==> src/rtl/rfm_pkg.sv <==
// Package: rfm_pkg
// Shared types and helpers for the refresh window monitor.
// Assumes: nothing beyond standard elaboration-time integer math.
package rfm_pkg;

    // Operation chosen for the timestamp store in one cycle.
    typedef enum logic [1:0] {
        OP_HOLD = 2'd0,   // nothing enters, nothing ages out
        OP_PUSH = 2'd1,   // one stamp enters, none leaves
        OP_POP  = 2'd2,   // the oldest stamp ages out
        OP_SWAP = 2'd3    // one enters while one leaves (aged or displaced)
    } fifo_op_e;

    // Width of an index able to address v entries (at least 1 bit).
    function automatic int unsigned idx_bits(input int unsigned v);
        return (v < 2) ? 1 : $clog2(v);
    endfunction

endpackage

==> src/rtl/rfm_tick.sv <==
// Module: rfm_tick
// Free-running cycle stamp plus a warm-up tracker that reports when
// the current edge is at least WIN_CYC-1 cycles past reset.
// Assumes: WIN_CYC >= 2 and TW wide enough to hold WIN_CYC.
module rfm_tick #(
    parameter int WIN_CYC = 256,
    parameter int TW      = 9
) (
    input  logic          clk,
    input  logic          rst_n,
    output logic [TW-1:0] now_o,
    output logic          armed_o
);
    localparam logic [TW-1:0] LAST_AGE = TW'(WIN_CYC - 1);

    logic [TW-1:0] stamp_q;
    logic [TW-1:0] age_q;

    // Cycle stamp: wraps freely; only differences are used downstream.
    always_ff @(posedge clk) begin
        if (!rst_n) stamp_q <= '0;
        else        stamp_q <= stamp_q + 1'b1;
    end

    // Warm-up count: edges since reset, saturating at WIN_CYC-1.
    always_ff @(posedge clk) begin
        if (!rst_n)                 age_q <= '0;
        else if (age_q != LAST_AGE) age_q <= age_q + 1'b1;
    end

    assign now_o   = stamp_q;
    assign armed_o = (age_q == LAST_AGE);
endmodule

==> src/rtl/rfm_stamp_fifo.sv <==
// Module: rfm_stamp_fifo
// Circular store of the arrival stamps of the newest DEPTH refreshes.
// The oldest stamp leaves once it is exactly WIN_CYC cycles old; when
// full, a new arrival displaces the oldest so occupancy caps at DEPTH.
// Assumes: at most one arrival per cycle, so stamps are distinct and
// at most one can age out per cycle; DEPTH >= 2.
module rfm_stamp_fifo
    import rfm_pkg::*;
#(
    parameter int DEPTH   = 16,
    parameter int WIN_CYC = 256,
    parameter int TW      = 9,
    parameter int CW      = 5
) (
    input  logic          clk,
    input  logic          rst_n,
    input  logic          push_i,
    input  logic [TW-1:0] now_i,
    output logic [CW-1:0] occ_o,
    output logic [CW-1:0] occ_next_o
);
    localparam int             PW       = idx_bits(DEPTH);
    localparam logic [CW-1:0]  FULL     = CW'(DEPTH);
    localparam logic [PW-1:0]  LAST_IDX = PW'(DEPTH - 1);
    localparam logic [TW-1:0]  SPAN     = TW'(WIN_CYC);

    logic [PW-1:0] wr_q, rd_q;
    logic [CW-1:0] occ_q, occ_d;
    logic [TW-1:0] slot_w [DEPTH];
    logic [TW-1:0] head_ts;
    logic          expire;
    logic          wr_en, rd_adv;
    fifo_op_e      op;

    // Advance a ring index with wrap at DEPTH.
    function automatic logic [PW-1:0] bump(input logic [PW-1:0] p);
        return (p == LAST_IDX) ? '0 : p + 1'b1;
    endfunction

    // Storage cells: one stamp register per slot.
    for (genvar g = 0; g < DEPTH; g++) begin : g_cell
        logic [TW-1:0] cell_q;
        // Capture the current stamp when this slot is the write target.
        always_ff @(posedge clk) begin
            if (!rst_n)                           cell_q <= '0;
            else if (wr_en && wr_q == PW'(g))     cell_q <= now_i;
        end
        assign slot_w[g] = cell_q;
    end

    assign head_ts = slot_w[rd_q];
    assign expire  = (occ_q != '0) && ((now_i - head_ts) == SPAN);

    // Pick the store operation for this cycle.
    always_comb begin
        unique case ({push_i, expire})
            2'b11:   op = OP_SWAP;
            2'b10:   op = (occ_q == FULL) ? OP_SWAP : OP_PUSH;
            2'b01:   op = OP_POP;
            default: op = OP_HOLD;
        endcase
    end

    assign wr_en  = (op == OP_PUSH) || (op == OP_SWAP);
    assign rd_adv = (op == OP_POP)  || (op == OP_SWAP);

    // Next occupancy from the chosen operation.
    always_comb begin
        unique case (op)
            OP_PUSH: occ_d = occ_q + 1'b1;
            OP_POP:  occ_d = occ_q - 1'b1;
            default: occ_d = occ_q;
        endcase
    end

    // Ring pointers and occupancy update.
    always_ff @(posedge clk) begin
        if (!rst_n) begin
            wr_q  <= '0;
            rd_q  <= '0;
            occ_q <= '0;
        end else begin
            if (wr_en)  wr_q <= bump(wr_q);
            if (rd_adv) rd_q <= bump(rd_q);
            occ_q <= occ_d;
        end
    end

    assign occ_o      = occ_q;
    assign occ_next_o = occ_d;
endmodule

==> src/rtl/rfm_judge.sv <==
// Module: rfm_judge
// Turns the post-edge window count into a per-position violation
// pulse and a sticky error flag, once the warm-up window is over.
// Assumes: occ_next_i is the count that the store holds after this edge.
module rfm_judge #(
    parameter int REQ_CNT = 16,
    parameter int CW      = 5
) (
    input  logic          clk,
    input  logic          rst_n,
    input  logic          armed_i,
    input  logic [CW-1:0] occ_next_i,
    output logic          viol_o,
    output logic          err_o
);
    localparam logic [CW-1:0] NEED = CW'(REQ_CNT);

    logic short_now;
    logic viol_q, err_q;

    assign short_now = armed_i && (occ_next_i < NEED);

    // Register the pulse and accumulate the sticky flag.
    always_ff @(posedge clk) begin
        if (!rst_n) begin
            viol_q <= 1'b0;
            err_q  <= 1'b0;
        end else begin
            viol_q <= short_now;
            err_q  <= err_q | short_now;
        end
    end

    assign viol_o = viol_q;
    assign err_o  = err_q;
endmodule

==> src/rtl/rfm_window_mon.sv <==
// Module: rfm_window_mon (top)
// Checks that every sliding span of WIN_CYC cycles holds at least
// REQ_CNT refresh strobes; reports the capped count, a violation pulse
// per failing window position and a sticky error flag.
// Assumes: REQ_CNT >= 2, WIN_CYC >= 2, one refresh per strobe cycle.
module rfm_window_mon #(
    parameter int REQ_CNT = 16,
    parameter int WIN_CYC = 256,
    localparam int TW = $clog2(WIN_CYC + 1),
    localparam int CW = $clog2(REQ_CNT + 1)
) (
    input  logic          clk,
    input  logic          rst_n,
    input  logic          ref_strobe,
    output logic [CW-1:0] win_count,
    output logic          viol_pulse,
    output logic          err_sticky
);
    logic [TW-1:0] now_w;
    logic          armed_w;
    logic [CW-1:0] occ_w, occ_next_w;

    rfm_tick #(.WIN_CYC(WIN_CYC), .TW(TW)) u_tick (
        .clk     (clk),
        .rst_n   (rst_n),
        .now_o   (now_w),
        .armed_o (armed_w)
    );

    rfm_stamp_fifo #(.DEPTH(REQ_CNT), .WIN_CYC(WIN_CYC), .TW(TW), .CW(CW)) u_store (
        .clk        (clk),
        .rst_n      (rst_n),
        .push_i     (ref_strobe),
        .now_i      (now_w),
        .occ_o      (occ_w),
        .occ_next_o (occ_next_w)
    );

    rfm_judge #(.REQ_CNT(REQ_CNT), .CW(CW)) u_judge (
        .clk        (clk),
        .rst_n      (rst_n),
        .armed_i    (armed_w),
        .occ_next_i (occ_next_w),
        .viol_o     (viol_pulse),
        .err_o      (err_sticky)
    );

    assign win_count = occ_w;
endmodule

==> config.mk <==
export PLATFORM = sky130hd
export DESIGN_NAME = rfm_window_mon
export DESIGN_NICKNAME = d
export VERILOG_FILES = /design/src/rtl/rfm_pkg.sv /design/src/rtl/rfm_tick.sv /design/src/rtl/rfm_stamp_fifo.sv /design/src/rtl/rfm_judge.sv /design/src/rtl/rfm_window_mon.sv
export SDC_FILE = /design/constraint.sdc
export NUM_CORES = 1
export LEC_CHECK = 0
export BUFFER_PORTS_ARGS = -buffer_cell sky130_fd_sc_hd__buf_2
export CORE_ASPECT_RATIO = 1.25
export CORE_MARGIN = 4
export CORE_UTILIZATION = 63
export DETAILED_ROUTE_END_ITERATION = 10
export GPL_ROUTABILITY_DRIVEN = 1
export HOLD_SLACK_MARGIN = 0.08
export MAX_ROUTING_LAYER = met4
export PLACE_DENSITY = 0.91
export SYNTH_ARGS = -nofsm -noshare
export SYNTH_HDL_FRONTEND = slang
export SYNTH_SLANG_ARGS = --single-unit
==> constraint.sdc <==
create_clock -name clk -period 6.95 [get_ports clk]
set_clock_uncertainty 0.2 [all_clocks]
set_input_delay 1.39 -clock clk [delete_from_list [all_inputs] [get_ports clk]]
set_output_delay 1.39 -clock clk [all_outputs]
set_load 0.02 [all_outputs]
== Word level (Yosys, flattened, before mapping) ==
Index checks and enable logic that the tools add are counted.

* Output and inout bits: 7
* Word-level logic and storage cells: 90
* Flip-flop bits (word level): 177

* Equal/unequal tests: 26
* Mux-type cells: 8
* $add $sub $neg: 7
* Bitwise logic cells: 2
* Reduce and logical (&&, ||, !) cells: 22
* $lt $le $gt $ge: 2

{| class="wikitable"
|+ Operator list
! kind !! count
|-
| $bmux 9 s4 || 1
|-
| $eq 4x4->1 const B || 9
|-
| $add 9x1->9 const B || 2
|-
| $logic_and 1x1->1 || 18
|-
| $mux 9 || 2
|-
| $eq 4x3->1 const B || 4
|-
| $pmux 5 s2 || 1
|-
| $eq 9x8->1 const B || 1
|-
| $eq 9x9->1 const B || 1
|-
| $ne 9x8->1 const B || 1
|-
| $sub 9x9->9 || 1
|-
| $add 4x1->4 const B || 2
|-
| $eq 2x2->1 const B || 4
|-
| $eq 4x2->1 const B || 2
|-
| $mux 4 || 2
|-
| $pmux 2 s3 || 1
|-
| $add 5x1->5 const B || 1
|-
| $eq 5x5->1 const B || 1
|-
| $ge 5x5->1 const B || 1
|-
| $lt 5x5->1 const B || 1
|-
| $not 4->5 || 1
|-
| $reduce_bool 5->1 || 1
|-
| $sub 5x1->5 const B || 1
|-
| $eq 2x1->1 const B || 2
|-
| 5 further kinds || 6
|}

== Logic depth before layout (Yosys ltp) ==
* Word-level depth: 14
* Gate-level depth with buffers: 22
* Gate-level depth less buffers: 18

== Modules after synthesis ==
From an unflattened synthesis, not the netlist that was laid out.

* Cells, all modules: 962
* Area, all modules: 8189.1 um^2

{| class="wikitable"
|+ Modules (own cells, without submodules)
! module !! cells an instance !! area each (um^2) !! times used
|-
| rfm_stamp_fifo || 871 || 7345.8 || 1
|-
| rfm_tick || 86 || 775.7 || 1
|-
| rfm_judge || 5 || 67.6 || 1
|}

== Worst setup path after synthesis ==
No wires, ideal clock.

* Path type: flip-flop to flip-flop
* Start: register u_store.rd_q[0]
* End: register u_judge.err_q (netlist: u_judge.err_o)
* Stages on the path, launching flop included: 22
* Slack: 1.197 ns
* Data arrival time: 5.436 ns
* Period minus slack after synthesis: 5.753 ns
* Cells stage by stage: dfxtp_1 -> buf_2 -> buf_1 -> clkbuf_1 -> mux4_2 -> mux4_2 -> inv_1 -> ha_1 -> clkbuf_1 -> mux2_2 -> nor4_1 -> o211ai_1 -> nor4_1 -> nand3_1 -> inv_1 -> ha_1 -> nor2b_1 -> o21ai_0 -> nand2b_1 -> and4_1 -> or4_4 -> a32o_1

* Cells in the longest elaborated chain, start to end: 14
* Elaborated cells on any way between the ends: 17
* Classes of those cells: add/sub (1); order compare (1); eq/ne (6); mux (5); bitwise (2); reduce/logical (2)

{| class="wikitable"
|+ RTL lines
! item !! line !! text
|-
| from (decl) || rfm_stamp_fifo.sv:27 || <nowiki>logic [PW-1:0] wr_q, rd_q;</nowiki>
|-
| from (signal assigned) || rfm_stamp_fifo.sv:84 || <nowiki>if (rd_adv) rd_q <= bump(rd_q);</nowiki>
|-
| $not 4->5 (implied by the code) (*) || rfm_stamp_fifo.sv:51 || <nowiki>assign head_ts = slot_w[rd_q];</nowiki>
|-
| $bmux 9 s4 (*) || rfm_stamp_fifo.sv:51 ||
|-
| $mux 9 (implied by the code) (*) (2 in series) || rfm_stamp_fifo.sv:51 ||
|-
| $sub 9x9->9 (*) || rfm_stamp_fifo.sv:52 || <nowiki>assign expire = (occ_q != '0) && ((now_i - head_ts) == SPAN);</nowiki>
|-
| $eq 9x9->1 (*) || rfm_stamp_fifo.sv:52 ||
|-
| $logic_and 1x1->1 (*) || rfm_stamp_fifo.sv:52 ||
|-
| $eq 2x1->1 or $eq 2x2->1 (tied branches) || rfm_stamp_fifo.sv:56 || <nowiki>unique case ({push_i, expire})</nowiki>
|-
| $pmux 2 s3 (*) || rfm_stamp_fifo.sv:56 ||
|-
| $eq 2x2->1 or $eq 2x1->1 (tied branches) || rfm_stamp_fifo.sv:69 || <nowiki>unique case (op)</nowiki>
|-
| $pmux 5 s2 (*) || rfm_stamp_fifo.sv:69 ||
|-
| $lt 5x5->1 (*) || rfm_judge.sv:21 || <nowiki>assign short_now = armed_i && (occ_next_i < NEED);</nowiki>
|-
| $logic_and 1x1->1 (*) || rfm_judge.sv:21 ||
|-
| $or 1x1->1 (*) || rfm_judge.sv:30 || <nowiki>err_q <= err_q | short_now;</nowiki>
|-
| to (signal assigned) || rfm_judge.sv:30 ||
|-
| to (decl) || rfm_judge.sv:19 || <nowiki>logic viol_q, err_q;</nowiki>
|}

Mark *: on every way between the ends. The rest lies on a longest branch, timed or not. The select of a mux whose other input is x is not followed.
A chain may end at the register's enable or synchronous reset.

== Worst setup path after layout ==
Ends and elaborated chain as after synthesis.

==> results.py <==
metrics = {
    "sta": {
        "setup_ws_ns": 1.001,
        "fin_crit_ns": 5.949,
        "relSlewSlack_pct": 9.605,
        "hold_viol_final": 0,
        "setup_violations": 0,
        "slew_viol_final": 0,
        "period_share_pct": 85.60,
        "tightestPinTransition_ns": 1.346,
        "timing.setup.tns_ns": 0,
        "whs_ns": 0.2576,
        "fmax_mhz": 168.1,
        "rsz0062_at_grt": "false",
    },
    "yosys": {
        "synth-edff-count": 0,
        "synth_fa_ha_area_share_pct": 3.319,
        "synthMuxAreaShare_pct": 12.86,
        "ys_warn_count": 0,
        "synth_fp_nets": 992,
        "yosysTopAreaCellShare_pct": 43.52,
        "ys_top_cells_by_area": "dfxtp_1 44%, nand2_1 14%, mux4_2 12%",
        "synth-xor-area-share_pct": 2.259,
        "async_flop_share_pct": 0,
        "synth_top_family_by_area": "simple AND/OR/NAND/NOR gates",
        "ys_seq_elements": 177,
        "yosysTopAreaCell": "dfxtp_1",
        "yosys.area_share.simple_pct": 21.68,
        "synth_seq_area_share_pct": 43.52,
        "ys.flop_type": "dfxtp_1",
        "syn_area_sq_mm": 0.008143,
        "synth_compound_area_share_pct": 12.35,
        "synth_area_per_cell_sq_um": 8.412,
        "ys_types": 48,
        "synthCells": 968,
    },
    "detailed_routing": {
        "drtAntennaViolNets": 0,
        "routed_wl_um": 23580,
        "remaining_drc_errors": 0,
        "drt-vias-per-instance": 6.667,
        "drtPass1Iterations": 6,
        "drt_iter0_drc": 927,
        "wl_per_cell_um": 20.94,
        "vias": 7507,
    },
    "power_and_ir_drop": {
        "p_int_uw": 1676,
        "netSwitchingFraction_pct": 26.17,
        "peakVddDrop_mv": 0.1656,
        "seq_power_share_pct": 47.0,
        "pwr_density_cell_mw_per_mm2": 256.3,
        "p_comb_share_pct": 10.5,
        "switchingPower_uw": 594.1,
        "clock_power_share_pct": 42.5,
        "power.total_uw": 2270,
        "p_leak_uw": 0.002968,
    },
    "finish": {
        "multi_input_area_sq_mm": 0.004273,
        "seqCellArea_sq_mm": 0.003546,
        "nFillCells": 882,
        "synthToLayoutAreaGrowth_pct": 8.758,
        "fin_cells": 1126,
        "drive_gt1_share_pct": 10.96,
        "diodes": 0,
        "fin_nets": 969,
    },
    "die": {
        "core_sq_mm": 0.01266,
        "fp.dieArea_sq_mm": 0.01482,
        "die-width_um": 109.7,
        "pin_count": 10,
        "die_y_um": 135.1,
        "start_util_pct": 64.31,
        "row_count": 46,
    },
    "clock_network": {
        "cts_resized": 0,
        "cts_setup_buffers": 0,
        "clkTransAtPathRegs_ns": 0.07,
        "cts.sinks": 177,
        "htreeDepth": 4,
        "insertion_delay_ns": 0.43,
        "cts_inserted_buffers": 17,
        "clk_path_buf_depth": 2,
        "cts_hold_buf": 0,
        "clock-root-buffer": "clkbuf_16",
        "cts_tree": "built",
    },
    "placed_design": {
        "gp_congestion": 1.010,
        "hpwl_um": 14440,
        "place_inst": 1094,
        "io_buffers": 9,
        "dp_worst_setup_slack_ns": 1.228,
    },
    "worst_setup_path": {
        "start_kind": "flip-flop",
        "cp_slowest_cell": "dfxtp_2",
        "crit_buf_inv": 3,
        "crit_chain": "buf_4 > mux4_2 > mux4_2 > inv_1 > ha_1 > a21oi_1 > nand2_1 > a2111oi_0 > o211ai_1 > nor4_1 > nand3_1 > inv_1 > ha_1 > nor2b_1 > o21ai_0 > nand2b_1 > and4_1 > or4_4 > a32o_1",
        "worstPathRequired_ns": 7.08,
        "crit_fanout": 26,
        "end_kind": "flip-flop",
        "critPathTopFamily": "simple AND/OR/NAND/NOR gates",
        "cp.arrival_ns": 6.08,
        "crit_path_max_incr_delay_ns": 0.91,
        "critPathKind": "reg2reg",
    },
    "global_route": {
        "grt_pass1_vias": 7154,
        "grt_overflow": 0,
        "grt_start_max_net_pins": 119,
        "grt_use_total_pct": 33.83,
        "antenna_found_initial": 0,
        "grt_pass1_wl_um": 37270,
    },
    "job": {
        "maxCapViolCount": 0,
    },
    "hold_path": {
        "hold_path_class": "reg2reg",
    },
    "run_status": {
        "status": "complete, no violations",
    },
}
## layout by cell type (no fill, tap or decap), types with 3 or more instances in the layout
master / count
and2_1: 3
clkbuf_16: 17
xor2_1: 12
inv_1: 18
a21oi_1: 158
nand4_1: 6
xnor2_1: 9
nand2_1: 305
buf_4: 16
nor2_1: 50
dfxtp_1: 175
mux2i_1: 9
nor3_1: 6
inv_6: 3
and3_1: 3
mux4_2: 42
nand3_1: 25
ha_1: 20
buf_2: 9
clkinvlp_4: 3
o21ai_0: 7
nor2b_1: 9
a21o_1: 4
nand2b_1: 4
## per-stage QoR
| stage | util [%] | instance area (sq um) |
|---|---|---|
| after floorplan | - | 8143 |
| after global placement | 65.30 | 8268 |
| after detailed placement | 65.30 | 8268 |
| after CTS | 69.94 | 8856 |
| after global routing | 69.94 | 8856 |
| final | 69.94 | 8856 |
## metal layers
metal  share of wire (%)  vias up  GRT usage [%]
li1                    -     3244              -
met1                  33     3469          38.23
met2                  46      597          51.73
met3                  12      197          9.230
met4                 8.2        0          23.22
met5                   0        -              -
## cells in the mapped netlist, types with 2 or more instances
cell type  count
nand4_1        6
buf_2          3
mux4_2        42
dfxtp_1      177
o21ai_0        7
xnor2_1        9
clkbuf_1      57
nor3b_1        2
inv_1         19
mux2i_1        9
ha_1          20
nor4_1         2
nor3_1         6
a311o_1        2
nand3_1       25
a31oi_1        2
a21o_1         4
nor2b_1        9
and3_1         3
nand2_1      305
nor2_1        50
a21oi_1      158
xor2_1        12
a22oi_1        2
nand2b_1       4
and4_1         2
and2_1         3
buf_1          7
or4_1          2
## path summary, 6_finish.rpt
check | end | slack (ns) | cells past startpoint | startpoint
hold / removal | u_store.g_cell[6].cell_q[3]$_SDFFE_PN0P_ | 0.26 | 2 | u_store.g_cell[6].cell_q[3]$_SDFFE_PN0P_
setup / recovery | u_judge.err_o$_SDFF_PN0_ | 1.00 | 19 | u_store.rd_q[0]$_SDFFE_PN0P_
hold reg to reg | u_store.g_cell[6].cell_q[3]$_SDFFE_PN0P_ | 0.26 | 2 | u_store.g_cell[6].cell_q[3]$_SDFFE_PN0P_
setup reg to reg | u_judge.err_o$_SDFF_PN0_ | 1.00 | 19 | u_store.rd_q[0]$_SDFFE_PN0P_
## power groups by stage
stage | clock (uW) | combinational [uW] | sequential, uW
2_1_floorplan | 0 | 186 | 1070
3_3_place_gp | 0 | 222 | 1090
3_5_place_dp | 0 | 229 | 1090
4_1_cts | 960 | 233 | 1070
5_1_grt | 1000 | 258 | 1070
6_report | 965 | 237 | 1070
## kinds of logic after synthesis
logic type | Yosys count
flip-flops | 177
adder cells (fa/ha/maj) | 21
XOR/XNOR | 21
AO/OA/AOI/OAI | 186
AND/OR/NAND/NOR | 425
multiplexers | 52
buffers and inverters | 86
## layout make-up
class	count	area share, %
clock buffers	21	5.199
clock inverters	11	1.441
inverters	19	0.8336
multi-input cells	705	48.25
flip-flops and latches	177	40.04
well taps	168	2.374
repair buffers	25	1.865
## registers in the layout, summed over array words and instances, names as in the netlist
signal and flops:
u_store.rd_q 4, u_store.g_cell.cell_q 144, u_judge.err_o 1, u_store.wr_q 4, u_tick.age_q 9, u_judge.viol_o 1, u_store.occ_o 5, u_tick.now_o 9
## tightest hold or removal path: stages, from the launching register on
cell     delay [ns]
dfxtp_1        0.31
nand2_1        0.05
a21oi_1        0.05
(Power assumes the default switching activity.)
